==> src/rtl/pp_acq_pkg.sv <==
package pp_acq_pkg;

    typedef enum logic [2:0] {
        ST_IDLE,
        ST_REQ,
        ST_XFER,
        ST_NOTIFY,
        ST_HALT
    } seq_state_e;

endpackage

==> src/rtl/pp_start_edge.sv <==
module pp_start_edge #(
    parameter int SYNC_STAGES = 2
) (
    input  logic clk,
    input  logic rst_n,
    input  logic level_i,
    output logic level_o,
    output logic rise_o
);

    logic level_s;
    logic prev_q;

    generate
        if (SYNC_STAGES == 0) begin : g_direct
            assign level_s = level_i;
        end else begin : g_sync
            logic [SYNC_STAGES-1:0] chain_q;
            always_ff @(posedge clk or negedge rst_n) begin
                if (!rst_n) begin
                    chain_q <= '1;
                end else begin
                    chain_q[0] <= level_i;
                    for (int i = 1; i < SYNC_STAGES; i++) begin
                        chain_q[i] <= chain_q[i-1];
                    end
                end
            end
            assign level_s = chain_q[SYNC_STAGES-1];
        end
    endgenerate

    // prev_q resets high, so a level that is already high is not a rise
    always_ff @(posedge clk or negedge rst_n) begin
        if (!rst_n) begin
            prev_q <= 1'b1;
        end else begin
            prev_q <= level_s;
        end
    end

    assign level_o = level_s;
    assign rise_o  = level_s & ~prev_q;

endmodule

==> src/rtl/pp_blk_counter.sv <==
module pp_blk_counter #(
    parameter int CNT_W = 16
) (
    input  logic             clk,
    input  logic             rst_n,
    input  logic             load_i,
    input  logic [CNT_W-1:0] total_i,
    input  logic             step_i,
    output logic             last_o
);

    logic [CNT_W-1:0] remain_q;

    always_ff @(posedge clk or negedge rst_n) begin
        if (!rst_n) begin
            remain_q <= '0;
        end else if (load_i) begin
            remain_q <= total_i;
        end else if (step_i && remain_q != '0) begin
            remain_q <= remain_q - CNT_W'(1);
        end
    end

    assign last_o = (remain_q == CNT_W'(1));

endmodule

==> src/rtl/pp_half_sel.sv <==
module pp_half_sel #(
    parameter int BUF_WORDS = 4096,
    parameter int ADDR_W    = $clog2(BUF_WORDS),
    parameter int LEN_W     = $clog2(BUF_WORDS / 2) + 1
) (
    input  logic              clk,
    input  logic              rst_n,
    input  logic              clear_i,
    input  logic              flip_i,
    output logic [ADDR_W-1:0] base_o,
    output logic [LEN_W-1:0]  len_o
);

    localparam int HALF_WORDS = BUF_WORDS / 2;

    logic half_q;

    always_ff @(posedge clk or negedge rst_n) begin
        if (!rst_n) begin
            half_q <= 1'b0;
        end else if (clear_i) begin
            half_q <= 1'b0;
        end else if (flip_i) begin
            half_q <= ~half_q;
        end
    end

    assign base_o = half_q ? ADDR_W'(HALF_WORDS) : '0;
    assign len_o  = LEN_W'(HALF_WORDS);

endmodule

==> src/rtl/pp_acq_seq.sv <==
module pp_acq_seq
    import pp_acq_pkg::*;
#(
    parameter int BUF_WORDS   = 4096,
    parameter int CNT_W       = 16,
    parameter int SYNC_STAGES = 2,
    parameter int ADDR_W      = $clog2(BUF_WORDS),
    parameter int LEN_W       = $clog2(BUF_WORDS / 2) + 1
) (
    input  logic              clk,
    input  logic              rst_n,
    input  logic              start_lvl,
    input  logic [CNT_W-1:0]  blk_total,
    output logic              wr_req,
    output logic [ADDR_W-1:0] wr_base,
    output logic [LEN_W-1:0]  wr_len,
    input  logic              wr_ack,
    input  logic              wr_done,
    output logic              irq_pulse,
    output logic              busy
);

    seq_state_e state_q, state_d;

    logic lvl_sync;
    logic start_rise;
    logic last_blk;
    logic load_cnt;
    logic step_blk;

    pp_start_edge #(
        .SYNC_STAGES (SYNC_STAGES)
    ) u_edge (
        .clk     (clk),
        .rst_n   (rst_n),
        .level_i (start_lvl),
        .level_o (lvl_sync),
        .rise_o  (start_rise)
    );

    pp_blk_counter #(
        .CNT_W (CNT_W)
    ) u_cnt (
        .clk     (clk),
        .rst_n   (rst_n),
        .load_i  (load_cnt),
        .total_i (blk_total),
        .step_i  (step_blk),
        .last_o  (last_blk)
    );

    pp_half_sel #(
        .BUF_WORDS (BUF_WORDS),
        .ADDR_W    (ADDR_W),
        .LEN_W     (LEN_W)
    ) u_half (
        .clk     (clk),
        .rst_n   (rst_n),
        .clear_i (load_cnt),
        .flip_i  (step_blk),
        .base_o  (wr_base),
        .len_o   (wr_len)
    );

    // state register
    always_ff @(posedge clk or negedge rst_n) begin
        if (!rst_n) begin
            state_q <= ST_IDLE;
        end else begin
            state_q <= state_d;
        end
    end

    // next state
    always_comb begin
        state_d = state_q;
        unique case (state_q)
            ST_IDLE: begin
                if (start_rise) begin
                    state_d = (blk_total == '0) ? ST_HALT : ST_REQ;
                end
            end
            ST_REQ: begin
                if (wr_ack) state_d = ST_XFER;
            end
            ST_XFER: begin
                if (wr_done) state_d = ST_NOTIFY;
            end
            ST_NOTIFY: begin
                state_d = last_blk ? ST_HALT : ST_REQ;
            end
            ST_HALT: begin
                if (!lvl_sync) state_d = ST_IDLE;
            end
            default: state_d = ST_IDLE;
        endcase
    end

    // outputs
    always_comb begin
        wr_req    = 1'b0;
        irq_pulse = 1'b0;
        busy      = 1'b0;
        load_cnt  = 1'b0;
        step_blk  = 1'b0;
        unique case (state_q)
            ST_IDLE: begin
                load_cnt = start_rise;
            end
            ST_REQ: begin
                wr_req = 1'b1;
                busy   = 1'b1;
            end
            ST_XFER: begin
                busy = 1'b1;
            end
            ST_NOTIFY: begin
                irq_pulse = 1'b1;
                busy      = 1'b1;
                step_blk  = 1'b1;
            end
            ST_HALT: begin
            end
            default: begin
            end
        endcase
    end

endmodule

==> config.mk <==
export PLATFORM = sky130hd
export DESIGN_NAME = pp_acq_seq
export DESIGN_NICKNAME = d
export VERILOG_FILES = /design/src/rtl/pp_acq_pkg.sv /design/src/rtl/pp_start_edge.sv /design/src/rtl/pp_blk_counter.sv /design/src/rtl/pp_half_sel.sv /design/src/rtl/pp_acq_seq.sv
export SDC_FILE = /design/constraint.sdc
export NUM_CORES = 1
export LEC_CHECK = 0
export BUFFER_PORTS_ARGS = -buffer_cell sky130_fd_sc_hd__buf_2
export CAP_MARGIN = 30
export CELL_PAD_IN_SITES_DETAIL_PLACEMENT = 1
export CELL_PAD_IN_SITES_GLOBAL_PLACEMENT = 2
export CORE_ASPECT_RATIO = 0.9
export CORE_MARGIN = 3
export CORE_UTILIZATION = 32
export CTS_CLUSTER_SIZE = 28
export DETAILED_ROUTE_END_ITERATION = 16
export GPL_ROUTABILITY_DRIVEN = 0
export HOLD_SLACK_MARGIN = 0.03
export PLACE_DENSITY = 0.84
export SYNTH_ARGS = -nofsm -noshare
export SYNTH_HDL_FRONTEND = slang
export SYNTH_HIERARCHICAL = 1
export SYNTH_SLANG_ARGS = --single-unit
==> constraint.sdc <==
create_clock -name clk -period 6 [get_ports clk]
set_input_delay 0.9 -clock clk [delete_from_list [all_inputs] [get_ports clk]]
set_output_delay 0.9 -clock clk [all_outputs]
set_load 0.02 [all_outputs]
; ---- After elaboration in Yosys (flattened, before gate mapping)
; Cells that the tools add are included.
[totals]
regBits = 23
latchBits = 0
ram_bits = 0
mem_bits_ro = 0
in_bits = 21
memories = 0
[classes]
n_addsub = 1
multipliers = 0
div = 0
magnitude_cmp = 0
n_eq_ne = 9
shifts = 0
muxes = 16
n_bitwise = 3
n_reduce_logical = 8
[ops]
columns = cell, count
row1 = two-way mux 16 bit, 2
row2 = two-way mux 3 bit, 6
row3 = == test 16 x 1 -> 1 bit (second input constant), 1
row4 = zero test 16 bit, 1
row5 = nonzero test 16 bit, 1
row6 = subtractor 16 x 1 -> 16 bit (second input constant), 1
row7 = one-hot mux 3 bit (5 select lines), 1
row8 = two-way mux 12 bit, 1
row9 = inequality test 2 bit (second input constant), 4
row10 = == test 3 x 2 -> 1 bit (second input constant), 2
row11 = two-way mux 1 bit, 6
row12 = AND reduction 4 bit, 1
row13 = nonzero test 2 bit, 2
row14 = == test 3 x 1 -> 1 bit (second input constant), 1
row15 = == test 3 bit (second input constant), 1
row16 = zero test 3 bit, 1
row17 = OR reduction 3 bit, 1
row18 = inverter 1 bit, 2
row19 = bitwise AND 1 bit, 1
row20 = logical AND 1 bit, 1

; ---- Longest topological paths before layout
[depth]
depth_word = 5
mapped_depth = 8

; ---- Cells and area by module
; The synthesis kept the hierarchy.
[modules_own_cells]
columns = module, instances, cells_each, area_per_inst_um2, seq_area_each_um2
row1 = pp_blk_counter, 1, 132, 1102.3, 400.4
row2 = pp_acq_seq, 1, 31, 276.5, 75.1
row3 = pp_half_sel, 1, 29, 225.2, 25.0
row4 = pp_start_edge, 1, 4, 92.6, 78.8

; ---- Worst setup path before layout
; Ideal clock, no wire load.
[synth_path]
kind = register -> register
start = reg state_q[2]
end = reg u_cnt.remain_q[10]
setup_ps = 136
t_arrival_ps = 2234
setup_slack_ps = 3630
path_stages_with_launch = 8
synth_period_minus_slack_ps = 2370
cell_sequence = dfrtp_1 > clkbuf_2 > and3b_1 > or4bb_1 > clkbuf_1 > or4_1 > a221oi_1 > a21oi_1
[synth_between]
elab_chain_len = 4
elab_cells_between_ends = 7
cone_classes = eq/ne: 1 / mux: 3 / reduce/logical: 3
[synth_lines]
columns = item, line
row1 = "start, declared", pp_acq_seq.sv:23  ; seq_state_e state_q, state_d;
row2 = "start signal, assigned", pp_acq_seq.sv:70  ; state_q <= state_d;
row3 = == test 3 x 2 -> 1 bit, n/a
row4 = two-way mux 1 bit, n/a
row5 = named net irq_pulse, pp_acq_seq.sv:19  ; output logic irq_pulse,
row6 = logical AND 1 bit, pp_blk_counter.sv:19  ; end else if (step_i && remain_q != '0) begin
row7 = nonzero test 2 bit (no source line), n/a
row8 = "end signal, assigned", pp_blk_counter.sv:18  ; remain_q <= total_i;
row9 = "end signal, assigned", pp_blk_counter.sv:20  ; remain_q <= remain_q - CNT_W'(1);
row10 = "end, declared", pp_blk_counter.sv:12  ; logic [CNT_W-1:0] remain_q;
; The timed path passes the listed nets, and every way through them passes these cells.
; A chain may end at the register's enable or synchronous reset.

; ---- Worst setup path in the final report
[layout_path]
start = reg state_q[1]
end = reg u_cnt.remain_q[10]
[layout_between]
elab_chain_len = 4
elab_cells_between_ends = 7
cone_classes = eq/ne: 1 / mux: 3 / reduce/logical: 3
[layout_lines]
columns = item, line
row1 = == test 3 x 2 -> 1 bit, pp_acq_seq.sv:106  ; unique case (state_q)
row2 = two-way mux 1 bit, pp_acq_seq.sv:106
row3 = logical AND 1 bit, pp_blk_counter.sv:19
row4 = nonzero test 2 bit (no source line), n/a
; Several ways; a longest one is shown, not always the timed one.

==> run summary <==
status: finished, final reports clean
Die Wd: 82.8 µm
vias in the first global route: 1381
core region area: 4980 µm²
Synth Warn #: 6
Final #Nets: 237
die area: 6210 µm²
Peak VDD IR: 0.000137 V
Slew headroom: 53.5%
Netlist cell types: 56
Startpoint Class: register
post-synthesis register bit count: 23
Max stage delay cell, worst path: or4bb_1
Area Growth Syn to Fin: 6.05%
DR vias/cell: 5.24
final hold viol count: 0
area leader, netlist: dfrtp_1
Ports: 48
fillers: 641
Util after Layout: 36.1%
mapped cell area: 1700 µm²
Power Dens Cells: 386 nW/µm²
Initial DRC Count: 82
synth cell count leaders: 25 x buf_4, 20 x dfrtp_1, 20 x nor2_1, 12 x nand2_1
# placed instances: 274
Initial Util: 34.0%
Worst Path Required: 6.15 ns
Cells after Synth: 196
pre-CTS setup slack: 3.55 ns
setup TNS: 0 ns
final total power: 0.695 mW
synthesized area per cell: 8.66 µm²
Total GRT Usage: 14.2%
Slew Viols, Final: 0
Post-CTS Setup Bufs: 0
Clock Tree Buf Depth: 2
Tmin final: 2.47 ns
Final WS setup: 3.53 ns
Inserted Clock Buffers: 3
hold buffer count at CTS: 0
GRT overflow: 0
ant diodes: 0
Die Height: 75.1 µm
CTS clk-pin slew, worst paths: 0.09 ns
CTS Sinks: 23
Cell Chain, Critical Path: and3b_1, or4bb_1, or4_1, a221oi_1, a21oi_1
row cnt: 24
EDFF count, synth: 0
antenna-violating nets left: 0
leakage: 0.756 nW
post-CTS sizing: 0
DR WL/cell: 15.1 µm
top-count cell post-synth: buf_4
setup repair after global routing missed its margin: false
CTS tree: done
R2R Setup Slk: 3.53 ns
drc violations: 0
Worst Path Max Fanout: 12
Crit. End Element: register
DR vias: 1456
Skew-Pair Late Insertion Delay: 0.26 ns
largest net degree at the start of global routing: 26
placed inst area: 1750 µm²
Worst Tran Pin Value: 0.690 ns
Area contributors post-synth: dfrtp_1 29%, buf_4 11%, dfstp_2 4.6%
period utilization: 41.1%
Final Setup Violations: 0
initial antenna violation count: 0
sequential share of the synthesized area: 34.1%
Hold Crit Class: register to register
fraction of registers with async set/reset: 100%
post-DP HPWL: 3150 µm
layout cell share with drive strength beyond 1: 20.2%
worst endpoint data arrival time: 2.62 ns
CTS H-tree depth: 1
PortBufs: 24
Worst Clk Skew: 0.00530 ns
max_cap viols: 0
Crit Path Category: register to register
Fmax: 0.405 GHz
TritonRoute pass-1 iters: 4
max incr delay on CP: 0.61 ns
top cell type's share of synthesized area: 29.5%
ys flop type: dfrtp_1
final instance area: 1800 µm²
first-pass GRT wire length: 6790 µm
detailed-route wire length: 4190 µm
Hold Slack: 0.361 ns
Cell Count, Final, Fillers Out: 278
clk root buf: clkbuf_8
## flip-flops by register name, summed over array words and instances, names as in the netlist
| name | flops |
|---|---|
| u_cnt/remain_q | 16 |
| state_q | 3 |
| u_edge/g_sync.chain_q | 2 |
| u_edge/prev_q | 1 |
| u_half/half_q | 1 |
## cells in the final DEF, fill, tap and decap left out, drive strengths merged, types with 2 or more instances in the layout
cell / instances
conb: 23
a21o: 2
dfrtp: 20
o21ai: 8
or4: 7
or3: 4
nand2: 12
nand3: 6
nand4: 2
nand2b: 3
nor3: 5
ha: 2
a2bb2oi: 2
o41ai: 2
clkbuf: 3
nor4: 7
or4b: 2
dfstp: 3
buf: 25
a21oi: 8
o311ai: 4
a31oi: 7
a31o: 2
o2111ai: 2
and3: 2
inv: 8
nor2: 20
and2: 2
## power breakdown
group	switching (mW)	total [mW]	internal [mW]
sequential	0.0942	0.314	0.219
combinational	0.160	0.283	0.123
clock	0.0522	0.0985	0.0464
total	0.307	0.695	0.388
## final timing paths
| check | depth (start not counted) | startpoint | to |
|---|---|---|---|
| setup / recovery | 5 | state_q[1] | u_cnt/remain_q[10] |
| hold / removal | 0 | u_edge/g_sync.chain_q[0] | u_edge/g_sync.chain_q[1] |
| hold reg to reg | 0 | u_edge/g_sync.chain_q[0] | u_edge/g_sync.chain_q[1] |
| max in group asynchronous | 1 | rst_n | u_edge/prev_q |
| min in group asynchronous | 1 | rst_n | u_cnt/remain_q[6] |
| setup reg to reg | 5 | state_q[1] | u_cnt/remain_q[10] |
## metal layers
layer / vias to the layer above / routed length (µm) / GRT usage (%)
met3: 2 / 181 / 2.87
met5: - / 0 / 0
met1: 717 / 2090 / 21.3
met4: 0 / 25 / 1.63
met2: 28 / 1890 / 21.9
li1: 709 / - / -
## area by class of cell
cell class / instances / area (µm²) / area share, %
multi-input combinational: 153 / 935 / 51.9
sequential: 23 / 579 / 32.2
timing repair buffer: 25 / 128 / 7.09
tap: 65 / 81.3 / 4.52
clock buffer: 3 / 41.3 / 2.29
inverter: 8 / 30.0 / 1.67
clock inverter: 1 / 5.00 / 0.278
## logic make-up after synthesis
group / synth area share, %
adder cells (fa/ha/maj): 1.47
XOR/XNOR: 0.516
AND/OR/NAND/NOR: 28.8
other: 0.443
buffers and inverters: 15.7
AO/OA/AOI/OAI: 18.9
flip-flops: 34.1
## critical path: cells and delay by family (launching register included)
kind	cells	cell delay, ns
flip-flops	1	0.54
AND/OR/NAND/NOR	3	1.48
AO/OA/AOI/OAI	2	0.31
Power figures use the tool's default switching activity.
